**src/rtl/pcm_port_pkg.sv**
```systemverilog
package pcm_port_pkg;
  localparam int BYTE_W    = 8;
  localparam int BIT_CNT_W = $clog2(BYTE_W + 2);

  typedef struct packed {
    logic law_a;
    logic smag;
  } coding_t;

  // negative-zero byte for the selected law and coding scheme
  function automatic logic [BYTE_W-1:0] quiet_code(input coding_t c);
    logic [BYTE_W-1:0] q;
    if (c.smag)       q = '0;
    else if (c.law_a) q = 8'h55;
    else              q = 8'h7F;
    return q;
  endfunction
endpackage

```
**src/rtl/pcm_tx_shifter.sv**
```systemverilog
module pcm_tx_shifter
  import pcm_port_pkg::*;
(
  input  logic              clk,
  input  logic              rst_n,
  input  logic              slot_start,
  input  logic              stb_now,
  input  logic [BYTE_W-1:0] load_byte,
  output logic              sdo,
  output logic              sdo_en,
  output logic              take
);
  logic [BYTE_W-1:0] shreg;

  always_ff @(posedge clk or negedge rst_n) begin
    if (!rst_n) begin
      shreg  <= '0;
      sdo_en <= 1'b0;
      take   <= 1'b0;
    end else begin
      sdo_en <= stb_now;
      take   <= slot_start;
      if (slot_start)   shreg <= load_byte;
      else if (stb_now) shreg <= {shreg[BYTE_W-2:0], 1'b0};
    end
  end

  assign sdo = shreg[BYTE_W-1];

  assert_take_single_R2: assert property (@(posedge clk) disable iff (!rst_n)
    take |=> !take);
  assert_take_enables_R2: assert property (@(posedge clk) disable iff (!rst_n)
    take |-> sdo_en);
endmodule

```
**src/rtl/pcm_rx_shifter.sv**
```systemverilog
module pcm_rx_shifter
  import pcm_port_pkg::*;
(
  input  logic                 clk,
  input  logic                 rst_n,
  input  logic                 slot_active,
  input  logic                 sdi,
  output logic [BYTE_W-1:0]    rx_shreg,
  output logic [BIT_CNT_W-1:0] rx_bits
);
  localparam logic [BIT_CNT_W-1:0] SAT = BIT_CNT_W'(BYTE_W + 1);

  // capture on the falling edge of the bit clock
  always_ff @(negedge clk or negedge rst_n) begin
    if (!rst_n) begin
      rx_shreg <= '0;
      rx_bits  <= '0;
    end else if (!slot_active) begin
      rx_bits <= '0;
    end else begin
      rx_shreg <= {rx_shreg[BYTE_W-2:0], sdi};
      if (rx_bits != SAT) rx_bits <= rx_bits + 1'b1;
    end
  end
endmodule

```
**src/rtl/pcm_delay_strobe.sv**
```systemverilog
module pcm_delay_strobe #(
  parameter int LEN = 8
) (
  input  logic clk,
  input  logic rst_n,
  input  logic trig,
  output logic dstb
);
  localparam int CW = (LEN > 1) ? $clog2(LEN) : 1;
  logic [CW-1:0] remain;

  always_ff @(posedge clk or negedge rst_n) begin
    if (!rst_n) begin
      dstb   <= 1'b0;
      remain <= '0;
    end else if (trig) begin
      dstb   <= 1'b1;
      remain <= CW'(LEN - 1);
    end else if (dstb) begin
      if (remain == '0) dstb <= 1'b0;
      else              remain <= remain - 1'b1;
    end
  end

  assert_dstb_start_R5: assert property (@(posedge clk) disable iff (!rst_n)
    trig |=> dstb);
endmodule

```
**src/rtl/strobed_pcm_port.sv**
```systemverilog
module strobed_pcm_port
  import pcm_port_pkg::*;
#(
  parameter int DLY_LEN = BYTE_W
) (
  input  logic              clk,
  input  logic              rst_n,
  input  logic              stb_i,
  input  logic              sdi_i,
  output logic              sdo_o,
  output logic              sdo_en_o,
  input  logic [BYTE_W-1:0] tx_data_i,
  output logic              tx_take_o,
  output logic [BYTE_W-1:0] rx_data_o,
  output logic              rx_valid_o,
  input  logic              tx_mute_i,
  input  logic              rx_mute_i,
  input  logic              drv_pd_i,
  input  logic              law_a_i,
  input  logic              smag_i,
  output logic              dstb_o
);
  localparam logic [BIT_CNT_W-1:0] FULL = BIT_CNT_W'(BYTE_W);

  logic                 stb_q;
  logic                 slot_start;
  logic                 slot_end;
  logic                 rx_full;
  coding_t              coding;
  logic [BYTE_W-1:0]    quiet;
  logic [BYTE_W-1:0]    tx_pick;
  logic [BYTE_W-1:0]    rx_shreg;
  logic [BIT_CNT_W-1:0] rx_bits;

  always_ff @(posedge clk or negedge rst_n) begin
    if (!rst_n) stb_q <= 1'b0;
    else        stb_q <= stb_i;
  end

  // named events used by the shifters and the assertions
  assign slot_start = stb_i & ~stb_q;
  assign slot_end   = ~stb_i & stb_q;
  assign rx_full    = (rx_bits == FULL);

  assign coding  = '{law_a: law_a_i, smag: smag_i};
  assign quiet   = quiet_code(coding);
  assign tx_pick = (tx_mute_i | drv_pd_i) ? quiet : tx_data_i;

  pcm_tx_shifter u_tx (
    .clk(clk), .rst_n(rst_n), .slot_start(slot_start), .stb_now(stb_i),
    .load_byte(tx_pick), .sdo(sdo_o), .sdo_en(sdo_en_o), .take(tx_take_o)
  );

  pcm_rx_shifter u_rx (
    .clk(clk), .rst_n(rst_n), .slot_active(stb_q), .sdi(sdi_i),
    .rx_shreg(rx_shreg), .rx_bits(rx_bits)
  );

  always_ff @(posedge clk or negedge rst_n) begin
    if (!rst_n) begin
      rx_valid_o <= 1'b0;
      rx_data_o  <= '0;
    end else begin
      rx_valid_o <= slot_end & rx_full;
      if (slot_end & rx_full) rx_data_o <= rx_mute_i ? quiet : rx_shreg;
    end
  end

  pcm_delay_strobe #(.LEN(DLY_LEN)) u_dly (
    .clk(clk), .rst_n(rst_n), .trig(slot_end), .dstb(dstb_o)
  );

  assert_en_on_R1: assert property (@(posedge clk) disable iff (!rst_n)
    stb_i |=> sdo_en_o);
  assert_en_off_R1: assert property (@(posedge clk) disable iff (!rst_n)
    !stb_i |=> !sdo_en_o);
  assert_valid_after_slot_R3: assert property (@(posedge clk) disable iff (!rst_n)
    rx_valid_o |-> (!stb_q && $past(stb_q)));
  assert_valid_pulse_R3: assert property (@(posedge clk) disable iff (!rst_n)
    rx_valid_o |=> !rx_valid_o);
  assert_valid_needs_full_R4: assert property (@(posedge clk) disable iff (!rst_n)
    (slot_end && !rx_full) |=> !rx_valid_o);
endmodule

```
**config.mk**
```make
export PLATFORM = sky130hd
export DESIGN_NAME = strobed_pcm_port
export DESIGN_NICKNAME = d
export VERILOG_FILES = /design/src/rtl/pcm_port_pkg.sv /design/src/rtl/pcm_tx_shifter.sv /design/src/rtl/pcm_rx_shifter.sv /design/src/rtl/pcm_delay_strobe.sv /design/src/rtl/strobed_pcm_port.sv
export SDC_FILE = /design/constraint.sdc
export NUM_CORES = 1
export LEC_CHECK = 0
export CAP_MARGIN = 15
export CORE_ASPECT_RATIO = 1.5
export CORE_MARGIN = 5
export CORE_UTILIZATION = 46
export DETAILED_ROUTE_END_ITERATION = 7
export GPL_TIMING_DRIVEN = 0
export PLACE_DENSITY_LB_ADDON = 0.08
export SYNTH_ARGS = -nofsm -noshare
export SYNTH_HDL_FRONTEND = slang
export SYNTH_SLANG_ARGS = --single-unit
```
**constraint.sdc**
```tcl
create_clock -name clk -period 1.2 [get_ports clk]
set_input_delay 0.24 -clock clk [delete_from_list [all_inputs] [get_ports clk]]
set_output_delay 0.24 -clock clk [all_outputs]
set_load 0.05 [all_outputs]
```
**Word-level counts from Yosys, hierarchy flattened**

Cells that the tools add are included.

- Input bits: 17
- Bits in registers: 35

- Equality and inequality tests: 4
- Bitwise logic cells: 6
- Add/subtract/negate cells: 2
- Muxes and demuxes: 14
- Reduce and logical (&&, ||, !) cells: 4

Operators by type and width:

| operator | count |
|---|---|
| 8-bit two-way mux | 5 |
| 3-bit two-way mux | 3 |
| 4-bit two-way mux | 2 |
| 6-bit two-way mux | 1 |
| 4-bit by 1-bit adder with 4-bit output (second input constant) | 1 |
| 4-bit equality test (second input constant) | 1 |
| 4-bit != test (second input constant) | 1 |
| 2-bit nonzero test | 2 |
| 1-bit AND | 3 |
| 3-bit zero test | 1 |
| 1-bit two-way mux | 3 |
| 3-bit by 1-bit subtractor with 3-bit output (second input constant) | 1 |
| 2-bit by 1-bit != test with 1-bit output (second input constant) | 1 |
| 2-bit != test (second input constant) | 1 |
| 1-bit NOT | 2 |
| 2-bit AND reduction | 1 |
| 1-bit bitwise OR | 1 |

**Depth between registers and ports, before layout**

- Depth after elaboration: 4
- Depth in mapped cells: 5
- Gate-level depth less buffers: 5

**By module**

Synthesis repeated with hierarchy kept, for this count alone.

- Cell total of the unflattened synthesis: 143
- Area total of the unflattened synthesis: 1699.1 µm²

By module, submodules not included:

| module | cells each | times used | area each (µm²) |
|---|---|---|---|
| strobed_pcm_port | 51 | 1 | 553.0 |
| pcm_rx_shifter | 36 | 1 | 520.5 |
| pcm_tx_shifter | 36 | 1 | 419.2 |
| pcm_delay_strobe | 20 | 1 | 206.4 |

==> results.py <==
metrics = {
    "run_status": {
        "outcome": "finished, violations left",
        "violations": "setup timing",
    },
    "route": {
        "drt_iter0_markers": 51,
        "wire_per_inst_um": 17.4,
        "firstDrtPassIters": 4,
        "drt_wl_total_um": 4320,
        "via_count": 1339,
        "drc_errors": 0,
        "avgViaCountPerCell": 5.38,
        "antenna_left": 0,
    },
    "cts": {
        "cts_root_buffer": "clkbuf_8",
        "cts_made_buffers": 5,
        "clock_sinks": 35,
        "htreeDepth": 2,
        "clk_latency_ps": 290,
        "cts_tree": "done",
        "cts_buffer_depth": 2,
        "path_clk_slew_ps": 70,
    },
    "yosys": {
        "synthFlopType": "dfrtp_1",
        "ys_top_cells_by_area": "dfrtp_1, dfrtn_1, mux2_2, o21ai_0, inv_1",
        "syn_avg_cell_area_sq_um": 10.6,
        "ys_seq_elements": 35,
        "async_flop_share": 1.00,
        "synth_edf_count": 0,
        "yosysMostFrequentCell": "dfrtp_1",
        "yosys_warnings": 0,
        "synth_nets": 175,
        "ys_seq_area_frac": 0.540,
        "netlist_instances": 153,
        "synthesis.area_sq_um": 1620,
        "yosysTopAreaCellShare": 0.355,
        "yosys-top-cells-count": "dfrtp_1, o21ai_0, inv_1, dfrtn_1, nand2_1",
        "synth.distinct_cells": 32,
        "synth.largest_area_cell": "dfrtp_1",
    },
    "job": {
        "drv_cap": 0,
    },
    "critical_path": {
        "endpoint": "rx_data_o[0]",
        "rrSetupSlack_ps": -690,
        "cp_data_required_time_ps": 1370,
        "cp_data_arrival_time_ps": 2060,
        "startpoint": "u_rx.rx_bits[1]",
        "crit_fanout": 5,
        "criticalPathCategory": "flop to flop",
        "rr_endpoint": "rx_data_o[0]",
        "worstSetupEndpointType": "flop",
        "r2r-start": "u_rx.rx_bits[1]",
        "r2r_cells": 4,
        "startpoint_type": "flop",
    },
    "worst_hold_path": {
        "hold_class": "primary input to async pin",
    },
    "die": {
        "start_util": 0.475,
        "dieArea_sq_um": 4840,
        "die_width_um": 58.5,
        "num_rows": 26,
        "die_y_um": 82.7,
        "coreArea_sq_um": 3420,
        "ioPinCount": 30,
    },
    "power_and_ir_drop": {
        "p_per_area_nw_per_um2": 1310,
        "p_leak_nw": 1.22,
        "ir_worst_vdd_mv": 1.06,
    },
    "cells_and_area": {
        "final_nets": 228,
        "final_cells": 249,
        "fillCellCount": 263,
        "drive_gt1_frac": 0.411,
        "diodes": 0,
        "final_cell_area_sq_um": 2410,
        "final-seq-area_sq_um": 878,
        "areaGrowthSynthToFinish_pct": 48.3,
        "final_util": 0.705,
        "multi_input_area_sq_um": 883,
    },
    "sta": {
        "setup_ws_ps": -695,
        "worst_pin_slew_ps": 771,
        "setup_viol": 24,
        "clock_skew_ps": 13.1,
        "final-hold-violation-count": 0,
        "report.final.slew_viol_count": 0,
        "slew_headroom": 0.486,
        "rsz0062_at_grt": "yes",
        "holdWs_ps": 32.5,
    },
    "placed_design": {
        "gp_congestion": 0.765,
        "placed_cell_area_sq_um": 2030,
        "placed_cells": 224,
        "port_buffers": 29,
        "hpwlAfterDp_um": 2520,
    },
    "global_route": {
        "grt_max_degree": 36,
        "antenna_found_initial": 0,
        "grt_pass1_vias": 1442,
        "grt_pass1_wl_um": 6870,
        "grt_remaining_overflow": 0,
        "grtUsageTotal": 0.192,
    },
}
-- sequential cells by signal, indices dropped and copies added, names as in the netlist --
| signal | flops |
|---|---|
| u_tx.shreg | 8 |
| rx_data_o | 8 |
| u_rx.rx_shreg | 8 |
| u_dly.remain | 3 |
| rx_valid_o | 1 |
| u_dly.dstb | 1 |
| u_tx.sdo_en | 1 |
| u_tx.take | 1 |
| u_rx.rx_bits | 4 |
-- final cells by class --
class / instances / area share
plain buffers: 5 / 0.0275
clock buffers: 7 / 0.0317
clock inverters: 1 / 0.00208
inverters: 17 / 0.0265
multi-input cells: 97 / 0.367
flip-flops and latches: 35 / 0.365
well taps: 42 / 0.0218
repair buffers: 45 / 0.159
-- what timing repair did --
action                                  4_1_cts  5_1_grt
endpoints found under the setup margin       44       31
gates resized for setup                      91       33
cloned                                        3        0
setup buffers                                10        8
pin swaps                                     2        5
hold buffers                                  0        0
-- cell usage in the layout, fill, tap and decap left out, types with 5 or more instances in the layout --
| cell | synthesis | routed |
|---|---|---|
| nand3b_1 | 5 | 5 |
| buf_4 | 0 | 11 |
| dfrtp_1 | 23 | 21 |
| mux2_4 | 0 | 8 |
| dfrtn_1 | 12 | 12 |
| inv_1 | 17 | 12 |
| nand2_1 | 12 | 6 |
| inv_2 | 0 | 5 |
| buf_2 | 3 | 11 |
| clkbuf_8 | 0 | 6 |
| buf_6 | 0 | 7 |
| o21ai_0 | 20 | 13 |
| clkdlybuf4s50_1 | 0 | 13 |
| a21oi_1 | 10 | 7 |
-- power breakdown --
group          internal (mW)  total [mW]  leakage [nW]  switching (mW)
clock network          0.407       0.816        0.0422           0.409
logic                  0.398       0.874         0.733           0.476
registers               1.34        1.45         0.442           0.112
-- kinds of logic after synthesis --
kind of cell             synth area share
AO/OA/AOI/OAI                       0.137
XOR/XNOR                           0.0108
adder cells (fa/ha/maj)            0.0386
buffers and inverters              0.0532
flip-flops                          0.540
multiplexers                       0.0686
AND/OR/NAND/NOR                     0.152
-- through the flow --
step	power, mW	setup TNS [ps]	worst slack [ps]
after floorplan	1.88	-11360	-656
after global placement	2.09	-52800	-1350
after detailed placement	2.12	-20080	-741
after CTS	3.01	-9790	-663
after global routing	3.33	-11100	-700
final	3.14	-10420	-695
-- worst max-delay path, stage by stage (launching register included) --
cell      delay [ps]
dfrtn_1          370
inv_2             90
ha_4             170
nand4b_4         190
mux2_4           350
-- metal layers --
layer,wire length (um),global-route usage,vias to the layer above
met5,0,0,-
li1,-,-,629
met2,2420,0.348,34
met3,209,0.0591,7
met4,57,0.0742,0
met1,1640,0.203,669
-- worst min-delay path by stage --
stage / start / end / depth (start not counted)
6_report: rst_n / u_dly.remain[2] / 1
5_1_grt: rst_n / u_dly.remain[2] / 1
4_1_cts: rst_n / u_dly.remain[1] / 1
3_5_place_dp: rst_n / u_dly.remain[2] / 1
3_3_place_gp: u_rx.rx_shreg[1] / u_rx.rx_shreg[2] / 2
2_1_floorplan: rst_n / rx_data_o[0] / 0
No activity file was read; power rests on OpenSTA's default activity.
